File: src/rtl/fcd_pkg.sv
package fcd_pkg;

   localparam int unsigned ST_N = 9;
   localparam int unsigned DP_N = 9;

   typedef enum logic [ST_N-1:0] {
      ST_IDLE   = 9'h001,
      ST_STATUS = 9'h002,
      ST_JEDEC  = 9'h004,
      ST_SFDP   = 9'h008,
      ST_READ   = 9'h010,
      ST_UPLOAD = 9'h020,
      ST_ADDR   = 9'h040,
      ST_WRMODE = 9'h080,
      ST_WAIT   = 9'h100
   } fcd_state_e;

   // bit positions in the datapath select
   localparam int unsigned DP_STATUS = 0;
   localparam int unsigned DP_JEDEC  = 1;
   localparam int unsigned DP_SFDP   = 2;
   localparam int unsigned DP_READ   = 3;
   localparam int unsigned DP_UPLOAD = 4;
   localparam int unsigned DP_EN4B   = 5;
   localparam int unsigned DP_EX4B   = 6;
   localparam int unsigned DP_WREN   = 7;
   localparam int unsigned DP_WRDI   = 8;

   localparam logic [1:0] MODE_FLASH = 2'd0;
   localparam logic [1:0] MODE_PASS  = 2'd1;

   localparam int unsigned PIPE_HALF = 2;
   localparam int unsigned PIPE_FULL = 3;

   // fixed slots following the status group
   localparam int unsigned OFS_JEDEC = 0;
   localparam int unsigned OFS_SFDP  = 1;
   localparam int unsigned OFS_EN4B  = 2;
   localparam int unsigned OFS_EX4B  = 3;
   localparam int unsigned OFS_WREN  = 4;
   localparam int unsigned OFS_WRDI  = 5;
   localparam int unsigned N_FIXED   = 6;

endpackage

File: src/rtl/fcd_slot_match.sv
module fcd_slot_match #(
   parameter int unsigned NSLOT = 24,
   parameter int unsigned OPW   = 8,
   localparam int unsigned IDXW = (NSLOT > 1) ? $clog2(NSLOT) : 1
) (
   input  logic [NSLOT-1:0]     slot_valid_i,
   input  logic [NSLOT*OPW-1:0] slot_opcode_i,
   input  logic [OPW-1:0]       byte_i,
   output logic [NSLOT-1:0]     hit_o,
   output logic [IDXW-1:0]      win_idx_o
);

   for (genvar g = 0; g < NSLOT; g++) begin : g_cmp
      assign hit_o[g] = slot_valid_i[g] && (slot_opcode_i[g*OPW +: OPW] == byte_i);
   end

   // lowest index wins: scan downwards so the last assignment is the lowest hit
   always_comb begin
      win_idx_o = '0;
      for (int i = NSLOT - 1; i >= 0; i--) begin
         if (hit_o[i]) win_idx_o = IDXW'(i);
      end
   end

endmodule

File: src/rtl/fcd_classify.sv
module fcd_classify
   import fcd_pkg::*;
#(
   parameter int unsigned NSLOT   = 24,
   parameter int unsigned NSTATUS = 3
) (
   input  logic [NSLOT-1:0] hit_i,
   input  logic             win_rdcmd_i,
   input  logic             win_upload_i,
   input  logic             pass_i,
   input  logic             busy_i,
   input  logic             icpt_status_i,
   input  logic             icpt_jedec_i,
   input  logic             icpt_sfdp_i,
   output logic             any_hit_o,
   output fcd_state_e       nxt_state_o,
   output logic [DP_N-1:0]  nxt_dp_o
);

   localparam int unsigned I_JEDEC = NSTATUS + OFS_JEDEC;
   localparam int unsigned I_SFDP  = NSTATUS + OFS_SFDP;
   localparam int unsigned I_EN4B  = NSTATUS + OFS_EN4B;
   localparam int unsigned I_EX4B  = NSTATUS + OFS_EX4B;
   localparam int unsigned I_WREN  = NSTATUS + OFS_WREN;
   localparam int unsigned I_WRDI  = NSTATUS + OFS_WRDI;

   logic stat_hit;
   logic addr_hit;
   logic wr_hit;

   assign any_hit_o = |hit_i;
   assign stat_hit  = |hit_i[NSTATUS-1:0];
   assign addr_hit  = !busy_i && (hit_i[I_EN4B] || hit_i[I_EX4B]);
   assign wr_hit    = !busy_i && (hit_i[I_WREN] || hit_i[I_WRDI]);

   always_comb begin
      nxt_state_o = ST_WAIT;
      nxt_dp_o    = '0;
      if (any_hit_o) begin
         if (stat_hit) begin
            if (!pass_i || icpt_status_i) begin
               nxt_state_o         = ST_STATUS;
               nxt_dp_o[DP_STATUS] = 1'b1;
            end
         end else if (hit_i[I_JEDEC]) begin
            if (!pass_i || icpt_jedec_i) begin
               nxt_state_o        = ST_JEDEC;
               nxt_dp_o[DP_JEDEC] = 1'b1;
            end
         end else if (hit_i[I_SFDP]) begin
            if (!pass_i || icpt_sfdp_i) begin
               nxt_state_o       = ST_SFDP;
               nxt_dp_o[DP_SFDP] = 1'b1;
            end
         end else if (win_rdcmd_i) begin
            nxt_state_o       = ST_READ;
            nxt_dp_o[DP_READ] = 1'b1;
         end else if (win_upload_i && !busy_i) begin
            nxt_state_o         = ST_UPLOAD;
            nxt_dp_o[DP_UPLOAD] = 1'b1;
         end else if (addr_hit) begin
            nxt_state_o = ST_ADDR;
            if (hit_i[I_EN4B]) nxt_dp_o[DP_EN4B] = 1'b1;
            else               nxt_dp_o[DP_EX4B] = 1'b1;
         end else if (wr_hit) begin
            nxt_state_o = ST_WRMODE;
            if (hit_i[I_WREN]) nxt_dp_o[DP_WREN] = 1'b1;
            else               nxt_dp_o[DP_WRDI] = 1'b1;
         end
      end
   end

endmodule

File: src/rtl/fcd_info_latch.sv
module fcd_info_latch
   import fcd_pkg::*;
#(
   parameter int unsigned OPW           = 8,
   parameter int unsigned PIPEW         = 2,
   parameter bit          TWO_STAGE_REG = 1'b1
) (
   input  logic             clk_i,
   input  logic             rst_ni,
   input  logic             load_i,
   input  logic [OPW-1:0]   opcode_i,
   input  logic [PIPEW-1:0] pipe_i,
   output logic [OPW-1:0]   opcode_o,
   output logic [PIPEW-1:0] pipe_o,
   output logic             two_stage_o
);

   function automatic logic is_two_stage(input logic [PIPEW-1:0] p);
      return (p == PIPEW'(PIPE_HALF)) || (p == PIPEW'(PIPE_FULL));
   endfunction

   always_ff @(posedge clk_i or negedge rst_ni) begin
      if (!rst_ni) begin
         opcode_o <= '0;
         pipe_o   <= '0;
      end else if (load_i) begin
         opcode_o <= opcode_i;
         pipe_o   <= pipe_i;
      end
   end

   if (TWO_STAGE_REG) begin : g_flag_reg
      logic flag_q;
      always_ff @(posedge clk_i or negedge rst_ni) begin
         if (!rst_ni)     flag_q <= 1'b0;
         else if (load_i) flag_q <= is_two_stage(pipe_i);
      end
      assign two_stage_o = flag_q;
   end else begin : g_flag_comb
      assign two_stage_o = is_two_stage(pipe_o);
   end

   a_r11_hold_without_load : assert property (@(posedge clk_i) disable iff (!rst_ni)
      !load_i |=> $stable(opcode_o) && $stable(pipe_o) && $stable(two_stage_o));

endmodule

File: src/rtl/flash_cmd_dispatch.sv
module flash_cmd_dispatch
   import fcd_pkg::*;
#(
   parameter int unsigned NSLOT         = 24,
   parameter int unsigned NSTATUS       = 3,
   parameter int unsigned OPW           = 8,
   parameter int unsigned PIPEW         = 2,
   parameter bit          TWO_STAGE_REG = 1'b1
) (
   input  logic                   clk_i,
   input  logic                   rst_ni,
   input  logic                   csb_i,
   input  logic [OPW-1:0]         byte_i,
   input  logic                   byte_valid_i,
   input  logic [1:0]             mode_i,
   input  logic                   busy_i,
   input  logic                   icpt_status_i,
   input  logic                   icpt_jedec_i,
   input  logic                   icpt_sfdp_i,
   input  logic [NSLOT-1:0]       slot_valid_i,
   input  logic [NSLOT*OPW-1:0]   slot_opcode_i,
   input  logic [NSLOT-1:0]       slot_rdcmd_i,
   input  logic [NSLOT-1:0]       slot_upload_i,
   input  logic [NSLOT*PIPEW-1:0] slot_pipe_i,
   output logic [ST_N-1:0]        state_o,
   output logic [DP_N-1:0]        dp_sel_o,
   output logic [OPW-1:0]         lat_opcode_o,
   output logic [PIPEW-1:0]       lat_pipe_o,
   output logic                   two_stage_o
);

   localparam int unsigned IDXW      = (NSLOT > 1) ? $clog2(NSLOT) : 1;
   localparam int unsigned FIRST_GEN = NSTATUS + N_FIXED;

   if (NSTATUS < 1) begin : g_bad_status
      $error("NSTATUS must be at least 1");
   end
   if (NSLOT < FIRST_GEN) begin : g_bad_slots
      $error("NSLOT too small for the fixed slots");
   end
   if (PIPEW < 2) begin : g_bad_pipe
      $error("PIPEW must be at least 2");
   end

   logic [NSLOT-1:0] hit;
   logic [IDXW-1:0]  win_idx;
   logic             any_hit;
   logic             active;
   logic             pass;
   logic             decode;
   fcd_state_e       nxt_state;
   logic [DP_N-1:0]  nxt_dp;
   fcd_state_e       state_q;
   logic [DP_N-1:0]  dp_q;

   assign pass   = (mode_i == MODE_PASS);
   assign active = (mode_i == MODE_FLASH) || pass;
   assign decode = !csb_i && (state_q == ST_IDLE) && active && byte_valid_i;

   fcd_slot_match #(
      .NSLOT (NSLOT),
      .OPW   (OPW)
   ) u_match (
      .slot_valid_i  (slot_valid_i),
      .slot_opcode_i (slot_opcode_i),
      .byte_i        (byte_i),
      .hit_o         (hit),
      .win_idx_o     (win_idx)
   );

   fcd_classify #(
      .NSLOT   (NSLOT),
      .NSTATUS (NSTATUS)
   ) u_class (
      .hit_i         (hit),
      .win_rdcmd_i   (slot_rdcmd_i[win_idx]),
      .win_upload_i  (slot_upload_i[win_idx]),
      .pass_i        (pass),
      .busy_i        (busy_i),
      .icpt_status_i (icpt_status_i),
      .icpt_jedec_i  (icpt_jedec_i),
      .icpt_sfdp_i   (icpt_sfdp_i),
      .any_hit_o     (any_hit),
      .nxt_state_o   (nxt_state),
      .nxt_dp_o      (nxt_dp)
   );

   fcd_info_latch #(
      .OPW           (OPW),
      .PIPEW         (PIPEW),
      .TWO_STAGE_REG (TWO_STAGE_REG)
   ) u_info (
      .clk_i       (clk_i),
      .rst_ni      (rst_ni),
      .load_i      (decode && any_hit),
      .opcode_i    (slot_opcode_i[win_idx*OPW +: OPW]),
      .pipe_i      (slot_pipe_i[win_idx*PIPEW +: PIPEW]),
      .opcode_o    (lat_opcode_o),
      .pipe_o      (lat_pipe_o),
      .two_stage_o (two_stage_o)
   );

   always_ff @(posedge clk_i or negedge rst_ni) begin
      if (!rst_ni) begin
         state_q <= ST_IDLE;
         dp_q    <= '0;
      end else if (csb_i) begin
         state_q <= ST_IDLE;
         dp_q    <= '0;
      end else if (decode) begin
         state_q <= nxt_state;
         dp_q    <= nxt_dp;
      end
   end

   assign state_o  = state_q;
   assign dp_sel_o = dp_q;

   a_r13_state_onehot : assert property (@(posedge clk_i) disable iff (!rst_ni)
      $onehot(state_q));

   a_r13_dp_onehot0 : assert property (@(posedge clk_i) disable iff (!rst_ni)
      $onehot0(dp_q));

   a_r12_release_to_idle : assert property (@(posedge clk_i) disable iff (!rst_ni)
      csb_i |=> (state_q == ST_IDLE) && (dp_q == '0));

   a_r3_inactive_stays_idle : assert property (@(posedge clk_i) disable iff (!rst_ni)
      ((state_q == ST_IDLE) && !active) |=> (state_q == ST_IDLE));

   a_r3_handler_holds : assert property (@(posedge clk_i) disable iff (!rst_ni)
      (!csb_i && (state_q != ST_IDLE)) |=> $stable(state_q) && $stable(dp_q));

   a_r8_busy_blocks_changes : assert property (@(posedge clk_i) disable iff (!rst_ni)
      ((state_q == ST_IDLE) && busy_i) |=>
         (state_q != ST_ADDR) && (state_q != ST_WRMODE) && !dp_q[DP_UPLOAD]);

   a_r13_idle_wait_no_dp : assert property (@(posedge clk_i) disable iff (!rst_ni)
      ((state_q == ST_IDLE) || (state_q == ST_WAIT)) |-> (dp_q == '0));

endmodule

File: config.mk
export PLATFORM = sky130hd
export DESIGN_NAME = flash_cmd_dispatch
export DESIGN_NICKNAME = d
export VERILOG_FILES = /design/src/rtl/fcd_pkg.sv /design/src/rtl/fcd_slot_match.sv /design/src/rtl/fcd_classify.sv /design/src/rtl/fcd_info_latch.sv /design/src/rtl/flash_cmd_dispatch.sv
export SDC_FILE = /design/constraint.sdc
export NUM_CORES = 1
export LEC_CHECK = 0
export CORE_UTILIZATION = 35
export CTS_BUF_LIST = sky130_fd_sc_hd__clkbuf_8
export DETAILED_ROUTE_END_ITERATION = 8
export PLACE_DENSITY = 0.74
export SLEW_MARGIN = 15
export SYNTH_ARGS = -nofsm -noshare
export SYNTH_HDL_FRONTEND = slang
export SYNTH_SLANG_ARGS = --single-unit
File: constraint.sdc
create_clock -name clk_i -period 3.5 [get_ports clk_i]
set_input_delay 0.7 -clock clk_i [delete_from_list [all_inputs] [get_ports clk_i]]
set_output_delay 0.7 -clock clk_i [all_outputs]
set_load 0.1 [all_outputs]
After elaboration in Yosys (flattened, before gate mapping)
Cells that the tools add are included.

Bits in registers: 29. Input port bits: 330. Output and inout bits: 29. Logic and storage cells: 145.

$lt $le $gt $ge: 1. Equal/unequal tests: 28. Shift operators: 2. Multiplexer cells: 64. Reduce and logical (&&, ||, !) cells: 45.

Operators by type and width (number): 8-bit equality test (24); 192-bit by 9-bit variable part select with 8-bit output (1); 9-bit 2-to-1 mux (16); 5-bit 2-to-1 mux (25); 48-bit by 7-bit variable part select with 2-bit output (1); 1-bit logical AND (31); 24-bit OR reduction (1); 1-bit 2-to-1 mux (14); 1-bit binary-select mux with 5-bit select (2); 9-bit by 1-bit equality test with 1-bit output (second input constant) (1); 8-bit 2-to-1 mux (1); 1-bit logical OR (7); 7-bit 2-to-1 mux (1); 5-bit by 6-bit less-than comparator with 1-bit output (second input constant) (1); 2-bit 2-to-1 mux (3); 6-bit 2-to-1 mux (1); 2-bit equality test (second input constant) (2); 4-bit 2-to-1 mux (1); 1-bit zero test (3); 3-bit OR reduction (1); 2-bit by 1-bit equality test with 1-bit output (second input constant) (1); 2-bit zero test (1); 2-bit nonzero test (1).

Depth between registers and ports, before layout
Gate-level depths: netlist of the first run.

Depth in word-level cells: 37. Mapped depth: 18.

Cells and area by module
A second synthesis of the first run with hierarchy kept.

Cells, all modules: 835. Area, all modules: 6984.2 µm².

Modules (own cells, without submodules): flash_cmd_dispatch (times used 1, cells an instance 355, area each 3241.9 µm², sequential area each 451.7 µm²); fcd_slot_match (times used 1, cells an instance 406, area each 2982.9 µm², sequential area each 0.0 µm²); fcd_info_latch (times used 1, cells an instance 23, area each 447.9 µm², sequential area each 275.3 µm²); fcd_classify (times used 1, cells an instance 51, area each 311.5 µm², sequential area each 0.0 µm²).

Least setup slack after synthesis of the first run
No wires, ideal clock.

Path kind: in2reg. Start: input byte_i[6]. End: register dp_q[7] (netlist: dp_sel_o[7]). Data arrival time: 3777 ps. Required time: 3430 ps. Path slack: -347 ps. Stages on the path: 15. Path through: buf_4 > buf_6 > buf_6 > xnor2_1 > nand3_1 > nor3_2 > o21a_1 > o21ai_2 > a22o_4 > nor2_2 > mux2i_1 > o22ai_1 > or4_4 > nor4_4 > a32o_2.

Longest elaborated chain between the ends: 37. Elaborated cells on any way between the ends: 94. Those cells by class: 24 x eq/ne; 39 x mux; 31 x reduce/logical.

RTL lines: start: declaration (line flash_cmd_dispatch.sv:13) `input logic [OPW-1:0] byte_i,`; 8-bit equality test (line fcd_slot_match.sv:14) `assign hit_o[g] = slot_valid_i[g] && (slot_opcode_i[g*OPW +: OPW] == byte_i);`; 1-bit logical AND (line fcd_slot_match.sv:14); 5-bit 2-to-1 mux (24 in a row) (line fcd_slot_match.sv:21) `if (hit_o[i]) win_idx_o = IDXW'(i);`; 1-bit binary-select mux with 5-bit select (line flash_cmd_dispatch.sv:77) `.win_upload_i (slot_upload_i[win_idx]),`; 1-bit 2-to-1 mux (implied by the code) (line flash_cmd_dispatch.sv:77); 1-bit logical AND (line fcd_classify.sv:58) `end else if (win_upload_i && !busy_i) begin`; 4-bit 2-to-1 mux (line fcd_classify.sv:58); 5-bit 2-to-1 mux (line fcd_classify.sv:55) `end else if (win_rdcmd_i) begin`; 6-bit 2-to-1 mux (line fcd_classify.sv:50) `end else if (hit_i[I_SFDP]) begin`; 7-bit 2-to-1 mux (line fcd_classify.sv:45) `end else if (hit_i[I_JEDEC]) begin`; 8-bit 2-to-1 mux (line fcd_classify.sv:40) `if (stat_hit) begin`; 9-bit 2-to-1 mux * (line fcd_classify.sv:39) `if (any_hit_o) begin`; 9-bit 2-to-1 mux * (line flash_cmd_dispatch.sv:110) `end else if (decode) begin`; 9-bit 2-to-1 mux * (line flash_cmd_dispatch.sv:107) `end else if (csb_i) begin`; end signal: assignment (line flash_cmd_dispatch.sv:112) `dp_q <= nxt_dp;`; end: declaration (line flash_cmd_dispatch.sv:54) `logic [DP_N-1:0] dp_q;`.

Mark *: on every way between the ends. The rest lies on a longest branch, timed or not. The select of a mux whose other input is x is not followed. A chain may end at the register's enable or synchronous reset.

Final worst setup path of the first run
Start: input slot_opcode_i[5]. End: register state_q[8] (netlist: state_o[8]).

Longest elaborated chain between the ends: 14. Elaborated cells on any way between the ends: 18. Those cells by class: 1 x eq/ne; 13 x mux; 4 x reduce/logical.

RTL lines: start: declaration (line flash_cmd_dispatch.sv:21) `input logic [NSLOT*OPW-1:0] slot_opcode_i,`; 8-bit equality test * (line fcd_slot_match.sv:14); 1-bit logical AND * (line fcd_slot_match.sv:14); 5-bit 2-to-1 mux (line fcd_slot_match.sv:21); 1-bit binary-select mux with 5-bit select (line flash_cmd_dispatch.sv:77); 1-bit 2-to-1 mux (implied by the code) (line flash_cmd_dispatch.sv:77); 1-bit logical AND (line fcd_classify.sv:58); 9-bit 2-to-1 mux (line fcd_classify.sv:58); 9-bit 2-to-1 mux (line fcd_classify.sv:55); 9-bit 2-to-1 mux (line fcd_classify.sv:50); 9-bit 2-to-1 mux (line fcd_classify.sv:45); 9-bit 2-to-1 mux (line fcd_classify.sv:40); 9-bit 2-to-1 mux * (line fcd_classify.sv:39); 9-bit 2-to-1 mux * (line flash_cmd_dispatch.sv:110); 9-bit 2-to-1 mux * (line flash_cmd_dispatch.sv:107); end signal: assignment (line flash_cmd_dispatch.sv:111) `state_q <= nxt_state;`; end: declaration (line flash_cmd_dispatch.sv:53) `fcd_state_e state_q;`.

Marks and branches as above.

==> run summary, run 1 <==
FLOORPLAN
------------------------------------------------------------------------------------
Chip height                                                                   141 um
Initial Utilization                                                            0.359
Die area                                                                 0.0199 mm^2
Core Region                                                              0.0188 mm^2
Row cnt                                                                           50
Width of the die                                                              141 um
# IOs                                                                            359

SYNTHESIS
------------------------------------------------------------------------------------
Share of flip-flops with an asynchronous set or reset after synthesis           1.00
Post-synthesis net count                                                        1265
Most used DFF post-synth                                                     dfrtp_1
Synth top area share                                                           0.198
Total standard cell area after synthesis                                0.00677 mm^2
Number of enable flip-flop cells after synthesis                                   0
Register bit count reported by yosys                                              23
Ranking of synthesized cells by area                                    xnor2_1, mux2i_1, nand2_1
Mean area per synthesized cell                                             7.24 um^2
Yosys top cell by area                                                       xnor2_1
Cell variety after synth                                                          76
Cell count after synthesis                                                       935
Syn. warnings                                                                      0
Sequential fraction of the synthesis area                                     0.0853

STA
------------------------------------------------------------------------------------
Aggregate negative setup slack                                              -8.06 ns
Minimum period implied by the final worst setup slack                        4.02 ns
Crit share post-route                                                           1.15
Final worst clock skew                                                    0.00795 ns
Setup repair after global routing missed its margin                              yes
Worst-case setup margin in the final layout                                -0.524 ns
Final setup violation count                                                       19
Minimum hold slack                                                          0.407 ns
F_max                                                                        249 MHz
Final Hold Violating Endpoints                                                     0
Rel. slew slack                                                                0.336
Worst slew pin tran                                                         0.993 ns
Final count of pins violating max slew                                             0

FINISH
------------------------------------------------------------------------------------
Fillcell total                                                                  1407
Leading cell type in the layout, fill and taps excluded                        buf_4
Most frequent cells in the layout                                       buf_4, clkdlybuf4s50_1, nand2_1
Layout area overhead                                                            107%
Ant diodes                                                                         0
Post-route core utilization                                                    0.745
Total Nets Final                                                                1836
Share of layout cells above drive strength 1                                   0.322

GLOBAL ROUTE
------------------------------------------------------------------------------------
Overall overflow remaining after global route                                      0
Total track usage                                                              0.368
Initial antenna violation count                                                    1
Number of global-route vias before repair                                       9921
Largest net degree at the start of global routing                                 30
Wire length of the first global-routing pass                                 55.8 mm

ROUTE
------------------------------------------------------------------------------------
Average via count per standard cell                                             5.73
Iteration-0 DRC count of the detailed router                                     893
Final wirelength                                                             40.0 mm
Vias                                                                           10100
Count of nets left with antenna violations after detail routing                    0
Post-detailed-route DRC marker count                                               0
DR pass1 iterations                                                                5
DR WL/cell                                                                   22.7 um

STATUS
------------------------------------------------------------------------------------
Result of the run                                                       complete, but fails checks
Violations in the final reports                                         setup timing

POWER AND IR DROP
------------------------------------------------------------------------------------
PnR Total Power                                                              2.37 mW
Leak                                                                         6.62 nW
Power density of the placed cells                                        169 mW/mm^2
Worst supply voltage drop on vdd                                            0.127 mV

CLOCK TREE
------------------------------------------------------------------------------------
Worst skew pair latency                                                      0.28 ns
Clk root buf                                                                clkbuf_8
Depth of the CTS H-tree                                                            1
Clk slew on worst S/H paths                                                  0.09 ns
Maximum clock insertion buffer count                                               2
TritonCTS clock tree                                                             yes
Clock Sink Count                                                                  23
Hold-fix buffer count after cts                                                    0
Clock buffers created by TritonCTS                                                 3

WORST SETUP PATH
------------------------------------------------------------------------------------
Data required time at the worst endpoint                                     3.72 ns
Crit path kind                                                                in2reg
Endpoint class of the critical path                                         register
Critical Path Fanout Max                                                           6
Arrival time of data at the critical path endpoint                           4.24 ns
Crit path launch type                                                     input port

RUN
------------------------------------------------------------------------------------
Count of maximum capacitance violations                                            0

HOLD PATH
------------------------------------------------------------------------------------
Class of the most critical hold timing path                                 in2async

PLACED DESIGN
------------------------------------------------------------------------------------
Routability cong.                                                               1.01
Number of port buffers                                                           358
Half-perimeter wire length after placement                                   29.7 mm

-- synth_stat cells, types with 5 or more instances --
cell,n
xnor2_1,153
a211oi_1,8
o21a_1,12
nand4_1,51
dfrtp_1,22
a32oi_1,10
clkbuf_1,24
o211ai_1,6
mux2i_1,76
nand2_1,183
a22oi_1,10
nand3_1,93
nor3_1,28
nor4_1,10
buf_6,20
and3_1,5
nor2_1,22
a211o_1,5
xor2_1,36
nand2b_1,7
buf_4,9
or3_1,13
o21ai_0,21
mux2_2,11
buf_2,13
a22o_1,5
-- cell type report --
class,instances,area (um^2),share of cell area
well taps,260,325,0.0232
multi-input cells,837,6720,0.479
flip-flops and latches,23,577,0.0411
clock buffers,3,41.3,0.00294
clock inverters,1,5.00,0.000357
inverters,4,15.0,0.00107
repair buffers,637,6350,0.452
-- cell families (layout without fill, tap and decap cells) --
logic type	Yosys count	after routing	share of synthesized area
AND/OR/NAND/NOR	441	441	0.324
buffers and inverters	75	645	0.0777
AO/OA/AOI/OAI	117	117	0.131
multiplexers	87	87	0.131
flip-flops	23	23	0.0853
XOR/XNOR	192	192	0.252
-- worst paths after layout --
check                                 start                 end  slack [ns]  cells past startpoint
max                        slot_opcode_i[5]          state_o[8]       -0.52                     15
min                                  rst_ni    u_info.pipe_o[0]        0.41                      1
max reg2reg                      state_o[0]  u_info.opcode_o[2]        1.18                      6
min reg2reg                      state_o[0]          state_o[0]        0.47                      2
max in group asynchronous            rst_ni          state_o[0]        2.72                      1
min in group clk_i               state_o[0]          state_o[0]        0.47                      2
-- worst max-delay path: stages --
cell	delay, ns
clkdlybuf4s50_1	0.44
xnor2_1	0.38
nand4_1	0.24
or3_4	0.42
buf_4	0.16
nand2_1	0.08
and2b_2	0.25
nand2_4	0.11
buf_6	0.11
and3_4	0.18
a311oi_1	0.05
or4_4	0.61
buf_6	0.17
o31ai_4	0.20
a21o_1	0.13
-- report_power, final --
group / leakage, nW / switching, mW / internal (mW)
Sequential: 0.314 / 0.0326 / 0.296
Clock: 0.0255 / 0.0975 / 0.0798
Combinational: 6.28 / 0.957 / 0.912
-- registers in the layout, indices dropped and copies added (netlist names) --
signal,flops
state_o,9
dp_sel_o,4
u_info.two_stage_o,1
u_info.pipe_o,1
u_info.opcode_o,8
-- through the flow --
stage | cell area [um^2] | setup slack, ns | instances
4_1_cts | 12800 | -0.352 | 1719
6_report | 14000 | -0.524 | 1765
5_1_grt | 14000 | -0.563 | 1765
3_5_place_dp | 11800 | -1.17 | 1664
3_3_place_gp | 11800 | -1.15 | 1664
2_1_floorplan | 6860 | -0.298 | 935
-- timing repair --
action,CTS,global route
gates cloned,7,2
pin swaps,68,102
resized for setup,219,208
setup endpoints to repair,19,19
buffers inserted,46,47
-- per-layer routing --
layer  vias up  global-route usage  share of wire
met2       712               0.648           0.47
met1      4715               0.436           0.37
met4         2               0.186          0.069
li1       4492                   -              -
met5         -                   0        0.00032
met3       193              0.0540          0.090
Power figures use the tool's default switching activity.
==> inputs of run 2 (changes only) <==
- ABC_CLOCK_PERIOD_IN_PS: not set -> 3500
- CTS_CLUSTER_SIZE: not set -> 16
==> results of run 2 <==
Final layout, timing and power as in run 1 (identical DEF).
==> inputs of run 3 (changes only) <==
- ABC_CLOCK_PERIOD_IN_PS: 3500 -> 4000
- clock period: 3.5 -> 4 ns (I/O delays scaled with it)
==> run 3 against run 2 <==
The flow still finishes with violations (setup timing). Sequential cell count stayed put. Clock power is 12% lower. Count of clock-buffer cells in the layout stayed put. Global-route usage is 0.57 points lower. Sequential power is 13% lower. Die area stayed put. Cell count is 0.85% lower. Non-clock buffer count is 15 lower. Worst hold slack better by 0.066 ns. Sequential share of layout area is 0.11 points higher. Cell area is 2.6% lower. First-iteration DRC count is 15% lower. Highest routed layer is now met4.
==> run summary, run 3 (synthesis results as in run 1) <==
CLOCK TREE
------------------------------------------------------------------------------
Hold-fix buffer count after cts                                              0   unchanged
Clock Sink Count                                                            23   unchanged
Clock buffers created by TritonCTS                                           3   unchanged
Depth of the CTS H-tree                                                      1   unchanged
TritonCTS clock tree                                                       yes
Clk root buf                                                          clkbuf_8
Clk slew on worst S/H paths                                            0.09 ns   about the same
Worst skew pair latency                                                0.27 ns   about the same
Maximum clock insertion buffer count                                         2   unchanged

ROUTE
------------------------------------------------------------------------------
Length of routed met2 wiring                                           18.4 mm   -2.0%
Routed met1 length                                                     14.0 mm   -6.0%
DR pass1 iterations                                                          5   unchanged
Iteration-0 DRC count of the detailed router                               760   -15%
Vias                                                                      9946   -1.7%
DR WL/cell                                                             21.8 um   -3.7%
Final wirelength                                                       38.2 mm   -4.5%
Amount of wire on met3 after detailed routing                          3.82 mm   +6.2%
Count of nets left with antenna violations after detail routing              0   unchanged
Top layer reached by signal wires                                         met4
Post-detailed-route DRC marker count                                         0   unchanged
Average via count per standard cell                                       5.68   -0.82%

RUN
------------------------------------------------------------------------------
Count of maximum capacitance violations                                      0   unchanged

GLOBAL ROUTE
------------------------------------------------------------------------------
Largest net degree at the start of global routing                           33   +10%
Wire length of the first global-routing pass                           55.0 mm   -1.4%
Total track usage                                                        0.363   -0.00570
Overall overflow remaining after global route                                0   unchanged
Number of global-route vias before repair                                 9796   -1.3%
Initial antenna violation count                                              0   -1

FINISH
------------------------------------------------------------------------------
Ant diodes                                                                   0   unchanged
Leading cell type in the layout, fill and taps excluded           clkdlybuf4s50_1
Layout area overhead                                                      102%
Total Nets Final                                                          1821   -0.82%
Most frequent cells in the layout                                 clkdlybuf4s50_1, buf_4, nand2_1
Number of flip-flops under the largest register name                         9   unchanged
Share of layout cells above drive strength 1                             0.286   -0.0357

WORST SETUP PATH
------------------------------------------------------------------------------
Crit path launch type                                               input port
Critical Path Fanout Max                                                     6   unchanged
Arrival time of data at the critical path endpoint                     4.32 ns   +0.08 ns
Crit path kind                                                          in2reg
Endpoint class of the critical path                                   register
Data required time at the worst endpoint                               4.16 ns   +0.44 ns

STA
------------------------------------------------------------------------------
Crit share post-route                                                     1.04
Rel. slew slack                                                          0.262   -0.0737
Final Hold Violating Endpoints                                               0   unchanged
Final setup violation count                                                  8   -11
Final count of pins violating max slew                                       0   unchanged
Final worst clock skew                                              0.00749 ns   -0.000460 ns
F_max                                                                  241 MHz
Setup repair after global routing missed its margin                        yes
Minimum period implied by the final worst setup slack                  4.15 ns
Worst-case setup margin in the final layout                          -0.154 ns   +0.369 ns
Worst slew pin tran                                                    1.10 ns   +0.110 ns

POWER AND IR DROP
------------------------------------------------------------------------------
PnR Total Power                                                        2.04 mW   -14%
Power density of the placed cells                                  149 mW/mm^2   -12%
Leak                                                                   6.04 nW   -8.7%
Worst supply voltage drop on vdd                                      0.160 mV   +26%

PLACED DESIGN
------------------------------------------------------------------------------
Half-perimeter wire length after placement                             29.2 mm   -1.8%
Number of port buffers                                                     358   unchanged
Routability cong.                                                        0.998   -0.77%
Post-Place Setup Slack                                               -0.780 ns   +0.392 ns

HOLD PATH
------------------------------------------------------------------------------
Class of the most critical hold timing path                            reg2reg

FLOORPLAN
------------------------------------------------------------------------------
Width of the die                                                        141 um   unchanged
Die area                                                           0.0199 mm^2   unchanged
Chip height                                                             141 um   unchanged
Initial Utilization                                                      0.359   unchanged
Core Region                                                        0.0188 mm^2   unchanged
# IOs                                                                      359   unchanged
Row cnt                                                                     50   unchanged

STATUS
------------------------------------------------------------------------------
Result of the run                                                 complete, but fails checks
Violations in the final reports                                   setup timing

==> run 3: cell types whose count changed in the layout (fill, tap and decap cells not counted), sizes merged <==
cell,change
bufbuf,+1
dlygate4sd2,-26
clkdlybuf4s15,-1
clkbuf,-4
buf,-32
clkdlybuf4s50,+77
dlymetal6s2s,-30
==> run 3: final timing paths <==
kind / to / depth (start not counted) / slack, ns / startpoint
max: dp_sel_o[6] / 21 / -0.15 / byte_i[7]
min: state_o[0] / 2 / 0.47 / state_o[0]
max reg2reg: u_info.opcode_o[3] / 6 / 1.28 / state_o[0]
min reg2reg: state_o[0] / 2 / 0.47 / state_o[0]
max in group asynchronous: state_o[0] / 1 / 3.11 / rst_ni
min in group asynchronous: u_info.two_stage_o / 1 / 0.51 / rst_ni
==> run 3: area by class of cell <==
class / instances / area, um^2
sequential: 23 / 577
inverter: 4 / 15.0
fill: 1479 / 5170
clock buffer: 3 / 41.3
tap: 260 / 325
timing repair buffer: 622 / 6130
multi-input combinational: 837 / 6570
clock inverter: 1 / 5.00
==> run 3: worst max-delay path, stage by stage <==
cell       delay (ns)
buf_2            0.12
buf_12           0.14
buf_8            0.14
buf_8            0.14
xnor2_2          0.16
nand3_1          0.10
nor3_2           0.28
o211ai_1         0.19
buf_4            0.17
buf_4            0.13
buf_4            0.12
a211o_1          0.26
a211oi_2         0.31
a2111oi_4        0.05
buf_4            0.15
a211oi_2         0.19
o221ai_2         0.16
nor3_4           0.23
buf_12           0.14
nor3_4           0.05
a32o_1           0.26
==> run 3: repair_timing <==
action | 4_1_cts | 5_1_grt
gates resized for setup | 176 | 126
buffers inserted | 56 | 36
endpoints found under the setup margin | 19 | 19
pin swaps | 76 | 60
gates cloned | 7 | 0
==> run 3: layer usage <==
metal | track usage | vias to the layer above
met5 | 0 | -
met4 | 0.184 | 0
met3 | 0.0615 | 148
met2 | 0.637 | 687
met1 | 0.424 | 4659
li1 | - | 4452
==> run 3: per-stage QoR <==
step	utilization	TNS [ns]	std cells	cell area, um^2	hold slack (ns)
final	0.726	-0.766	1750	13700	0.473
after global routing	0.726	-1.99	1750	13700	0.485
after CTS	0.682	0	1716	12800	0.475
after detailed placement	0.623	-13.20	1653	11700	0.463
after global placement	0.623	-12.38	1653	11700	0.452
after floorplan	-	0	935	6770	0.504
==> run 3: power breakdown <==
| group | switching, mW | internal [mW] | leakage (nW) |
|---|---|---|---|
| sequential | 0.0275 | 0.259 | 0.314 |
| combinational | 0.809 | 0.789 | 5.70 |
| clock | 0.0851 | 0.0698 | 0.0255 |
| total | 0.922 | 1.12 | 6.04 |
